## config.mk

```make
export PLATFORM = sky130hd
export DESIGN_NAME = rz_to_ledr_out
export DESIGN_NICKNAME = d
export VERILOG_FILES = /design/src/rtl/rzl_pkg.sv /design/src/rtl/rzl_phase_hold.sv /design/src/rtl/rzl_bit_cell.sv /design/src/rtl/rzl_phase_merge.sv /design/src/rtl/rz_to_ledr_out.sv
export SDC_FILE = /design/constraint.sdc
export NUM_CORES = 1
export LEC_CHECK = 0
export ABC_AREA = 1
export ABC_CLOCK_PERIOD_IN_PS = 2020
export BUFFER_PORTS_ARGS = -buffer_cell sky130_fd_sc_hd__buf_2
export CAP_MARGIN = 20
export CORE_MARGIN = 2
export CORE_UTILIZATION = 55
export CTS_BUF_LIST = sky130_fd_sc_hd__clkbuf_8
export CTS_CLUSTER_DIAMETER = 120
export DETAILED_ROUTE_END_ITERATION = 16
export GPL_ROUTABILITY_DRIVEN = 1
export PLACE_DENSITY = 0.82
export SETUP_SLACK_MARGIN = 0.05
export SLEW_MARGIN = 20
export SYNTH_ARGS = -nofsm -noshare
export SYNTH_HDL_FRONTEND = slang
export SYNTH_SLANG_ARGS = --single-unit
```

## constraint.sdc

```tcl
create_clock -name clk -period 2.02 [get_ports clk]
set_input_delay 0.202 -clock clk [delete_from_list [all_inputs] [get_ports clk]]
set_output_delay 0.202 -clock clk [all_outputs]
set_load 0.01 [all_outputs]
```

## src/rtl/rzl_pkg.sv

```systemverilog
package rzl_pkg;
  // rail pair code, packed as {true, false}
  typedef enum logic [1:0] {
    RAIL_NULL = 2'b00,
    RAIL_ZERO = 2'b01,
    RAIL_ONE  = 2'b10,
    RAIL_BAD  = 2'b11
  } rail_code_t;

  localparam logic PH_EVEN = 1'b0;
  localparam logic PH_ODD  = 1'b1;
endpackage

```

## src/rtl/rzl_phase_hold.sv

```systemverilog
module rzl_phase_hold (
  input  logic clk,
  input  logic rst,
  input  logic in_phase,
  input  logic blk_done,
  output logic ph_q
);
  always_ff @(posedge clk) begin
    if (rst)            ph_q <= rzl_pkg::PH_EVEN;
    else if (!blk_done) ph_q <= in_phase;
  end

  AST_PH_FROZEN: assert property (@(posedge clk) disable iff (rst)
    blk_done |=> $stable(ph_q));
  AST_PH_TRACK: assert property (@(posedge clk) disable iff (rst)
    !blk_done |=> ph_q == $past(in_phase));
endmodule

```

## src/rtl/rzl_bit_cell.sv

```systemverilog
module rzl_bit_cell
  import rzl_pkg::*;
(
  input  logic clk,
  input  logic rst,
  input  logic t_in,
  input  logic f_in,
  input  logic ph,
  output logic d_q,
  output logic p_q,
  output logic bad
);
  rail_code_t code;
  logic       eval;
  logic       nxt_d;

  assign code  = rail_code_t'({t_in, f_in});
  assign eval  = (code == RAIL_ONE) || (code == RAIL_ZERO);
  assign nxt_d = (code == RAIL_ONE);
  assign bad   = (code == RAIL_BAD);

  always_ff @(posedge clk) begin
    if (rst) begin
      d_q <= 1'b0;
      p_q <= 1'b0;
    end else if (eval) begin
      d_q <= nxt_d;
      p_q <= nxt_d ^ ph;
    end
  end

  AST_SET_ONE: assert property (@(posedge clk) disable iff (rst)
    (t_in && !f_in) |=> d_q);
  AST_CLR_ZERO: assert property (@(posedge clk) disable iff (rst)
    (f_in && !t_in) |=> !d_q);
  AST_SPACER_HOLD: assert property (@(posedge clk) disable iff (rst)
    (!t_in && !f_in) |=> ($stable(d_q) && $stable(p_q)));
  AST_PAR_EVEN: assert property (@(posedge clk) disable iff (rst)
    ((t_in ^ f_in) && ph == PH_EVEN) |=> (p_q == d_q));
  AST_PAR_ODD: assert property (@(posedge clk) disable iff (rst)
    ((t_in ^ f_in) && ph == PH_ODD) |=> (p_q != d_q));
  AST_BAD_HOLD: assert property (@(posedge clk) disable iff (rst)
    (t_in && f_in) |=> ($stable(d_q) && $stable(p_q)));
endmodule

```

## src/rtl/rzl_phase_merge.sv

```systemverilog
module rzl_phase_merge #(
  parameter int WIDTH = 8
) (
  input  logic             clk,
  input  logic             rst,
  input  logic [WIDTH-1:0] bit_ph,
  output logic             ph_out
);
  logic all_one, all_zero;
  assign all_one  = &bit_ph;
  assign all_zero = ~|bit_ph;

  always_ff @(posedge clk) begin
    if (rst)           ph_out <= 1'b0;
    else if (all_one)  ph_out <= 1'b1;
    else if (all_zero) ph_out <= 1'b0;
  end

  AST_MERGE_RISE: assert property (@(posedge clk) disable iff (rst)
    $rose(ph_out) |-> $past(&bit_ph));
  AST_MERGE_FALL: assert property (@(posedge clk) disable iff (rst)
    $fell(ph_out) |-> $past(bit_ph == '0));
endmodule

```

## src/rtl/rz_to_ledr_out.sv

```systemverilog
module rz_to_ledr_out #(
  parameter int WIDTH = 8
) (
  input  logic             clk,
  input  logic             rst,
  input  logic [WIDTH-1:0] rail_t,
  input  logic [WIDTH-1:0] rail_f,
  input  logic             in_phase,
  input  logic             blk_done,
  output logic [WIDTH-1:0] lv_data,
  output logic [WIDTH-1:0] lv_par,
  output logic             out_phase,
  output logic             rail_err
);
  logic             ph_held;
  logic [WIDTH-1:0] bad_vec;
  logic [WIDTH-1:0] bit_ph;

  rzl_phase_hold u_hold (
    .clk(clk), .rst(rst), .in_phase(in_phase), .blk_done(blk_done), .ph_q(ph_held)
  );

  for (genvar i = 0; i < WIDTH; i++) begin : g_bit
    rzl_bit_cell u_cell (
      .clk(clk), .rst(rst), .t_in(rail_t[i]), .f_in(rail_f[i]), .ph(ph_held),
      .d_q(lv_data[i]), .p_q(lv_par[i]), .bad(bad_vec[i])
    );
  end

  assign bit_ph = lv_data ^ lv_par;

  rzl_phase_merge #(.WIDTH(WIDTH)) u_merge (
    .clk(clk), .rst(rst), .bit_ph(bit_ph), .ph_out(out_phase)
  );

  always_ff @(posedge clk) begin
    if (rst) rail_err <= 1'b0;
    else     rail_err <= |(rail_t & rail_f);
  end

  AST_ERR_FLAG: assert property (@(posedge clk) disable iff (rst)
    ((rail_t & rail_f) != '0) |=> rail_err);
  AST_ERR_CLEAR: assert property (@(posedge clk) disable iff (rst)
    ((rail_t & rail_f) == '0) |=> !rail_err);
endmodule

```

==> out/metrics.yaml <==
clocking:
  clkSinkCount: 19
  cts_buffers: 3
  clock_path_buffers: 2
  cts_max_level: 1
  cts-resized-gates: 0
  cts_setup_buffers: 0
  clk_latency_ns: 0.26
  holdBufCountCts: 0
  cts_tree: "done"
  clock-root-buffer: "clkbuf_8"
  cts.reportedPaths.clkPinSlew_ns: 0.08
worst_hold_path:
  worst_hold_path_type: "in2reg"
  min_from: "in_phase"
worst_setup_path:
  cp_max_fo: 9
  r2r-start: "u_hold.ph_q$_SDFFE_PP0N_"
  crit_slowest_cell: "dfxtp_1"
  crit_start: "u_hold.ph_q$_SDFFE_PP0N_"
  worstPathArrival_ns: 1.29
  required_ns: 2.18
  reg2reg_setup_slack_ns: 0.89
  crit_chain: "xor2_1 > o21ai_0 > inv_1"
  worstSetupPathType: "reg2reg"
  cp-start-kind: "register"
  endpoint_kind: "register"
  slowest_delay_ns: 0.65
cells_and_area:
  final_util_pct: 64.0
  fin_cells: 223
  num-nets-final: 232
  mostFrequentLayoutCells: "buf_2 (37), inv_1 (27), nand2_1 (27), dfxtp_1 (19), ha_1 (16)"
  fill_cells: 218
  final_common_cell: "buf_2"
  drive_above_1_share_pct: 28.7
  fin_area_um2: 1430
  syn2layout_area_growth_pct: 8.55
  diodes: 0
timing:
  rsz0062_at_grt: "no"
  timing.hold.ws_ns: 0.176
  finalHoldViolCount: 0
  maxSlewHeadroom_pct: 65.7
  fin_crit_ns: 1.13
  fmax_mhz: 883
  fin_setup_tns_ns: 0
  skew_ns: 0.00615
  fin_ws_ns: 0.888
  final-setup-viol-count: 0
  worst_pin_slew_ns: 0.514
  maxSlewViolCount: 0
  post-route-period-util_pct: 56.0
grt:
  grt_pass1_wl_mm: 4.08
  antenna_found_initial: 0
  grtUsageTotal_pct: 20.0
  grt.overflow.total: 0
  grt_max_degree: 20
  grt_pass1_vias: 1034
drt:
  remaining_drc_errors: 0
  routed_wl_mm: 2.55
  drt-initial-drc-count: 9
  route.vias.total: 1114
  ant_nets: 0
  drtPass1Iterations: 4
  drt-vias-per-instance: 5.00
  wire_per_inst_um: 11.5
place:
  dpl_cell_area_um2: 1380
  hpwl_mm: 2.05
  pre_cts_ws_ns: 0.917
  io_buffers: 37
  place_congestion: 0.781
  post-place-cells: 219
power:
  p_sw_mw: 0.311
  p_seq_share_pct: 45.4
  switching_share_pct: 32.2
  p_clk_share_pct: 28.1
  power.leakage_nw: 0.830
  comb_power_share_pct: 26.6
  power_mw: 0.966
  internal_power_mw: 0.655
  ir_worst_vdd_v: 0.000442
  power_density_nw_per_um2: 676
floorplanning:
  pin_count: 38
  dieWidth_um: 52.9
  dieArea_um2: 2800
  rows: 17
  die_h_um: 52.9
  core-area_um2: 2230
  start_util_pct: 59.0
synth:
  syn_avg_cell_area_um2: 7.62
  seq_area_frac_synth_pct: 28.9
  yosys_warnings: 0
  synth.distinct_cells: 20
  synthCells: 173
  synth_nets: 209
  synth.cell_area_um2: 1320
  ys_seq_elements: 19
run:
  maxCapViolCount: 0
status:
  status: "finished clean"
## sequential cells by signal (all words and copies together), names as in the netlist
name / cells
u_merge.ph_out: 1
g_bit.u_cell.d_q: 8
u_hold.ph_q: 1
rail_err: 1
g_bit.u_cell.p_q: 8
## critical path: cells and delay by family, from the launching register on
| kind | cells | cell delay, ns |
|---|---|---|
| buffers and inverters | 1 | 0.06 |
| flip-flops | 1 | 0.65 |
| XOR/XNOR | 1 | 0.13 |
| AO/OA/AOI/OAI | 1 | 0.19 |
## power by group through the flow
stage	sequential [mW]	clock (mW)	combinational, mW
finish	0.439	0.271	0.257
global route	0.444	0.287	0.293
CTS	0.439	0.275	0.258
detailed placement	0.447	0	0.257
global placement	0.446	0	0.244
floorplan	0.439	0	0.223
## synth_stat cells, drive strengths merged
cell | count | area (µm²)
inv | 34 | 128
buf | 19 | 154
nor4 | 2 | 12.5
nand4 | 3 | 25.0
a211oi | 8 | 60.1
dfxtp | 19 | 380
nor2 | 13 | 51.3
mux2i | 1 | 10.0
xor2 | 8 | 70.1
nand2 | 32 | 133
a21oi | 10 | 53.8
ha | 16 | 200
o21ai | 8 | 40.0
## layout make-up
cell class              count  area [µm²]  share of cell area [%]
inverters                  34         128                    8.92
multi-input cells         101         656                    45.8
flip-flops and latches     19         380                    26.6
clock buffers               3        41.3                    2.89
repair buffers             37         185                    12.9
clock inverters             1        5.00                   0.350
well taps                  28        35.0                    2.45
## final timing paths
| kind | end | cells after the start |
|---|---|---|
| max reg2reg | g_bit[3].u_cell.p_q$_SDFFE_PP0P_ | 3 |
| max | g_bit[3].u_cell.p_q$_SDFFE_PP0P_ | 3 |
| min | u_hold.ph_q$_SDFFE_PP0N_ | 3 |
| min reg2reg | u_merge.ph_out$_SDFFE_PP0P_ | 2 |
## per-layer routing
metal  global-route usage, %  vias up  part of all wire (%)  wire length [µm]
met2                    36.0       41                    50              1270
met3                    3.39        7                   6.9               176
met5                       0        -                     0                 0
met4                    9.83        0                   2.3                60
met1                    22.4      503                    41              1050
li1                        -      563                     -                 -
## logic make-up (layout without fill, tap and decap cells)
group / count (synthesis) / count (layout) / synth area share (%)
buffers and inverters: 53 / 75 / 21.4
and+or+nand+nor: 50 / 50 / 16.8
AOI/OAI and AO/OA: 26 / 26 / 11.7
DFF: 19 / 19 / 28.9
adders and majority gates: 16 / 16 / 15.2
xor gates and xnor gates: 8 / 8 / 5.32
muxes: 1 / 1 / 0.760
Power figures use the tool's default switching activity.
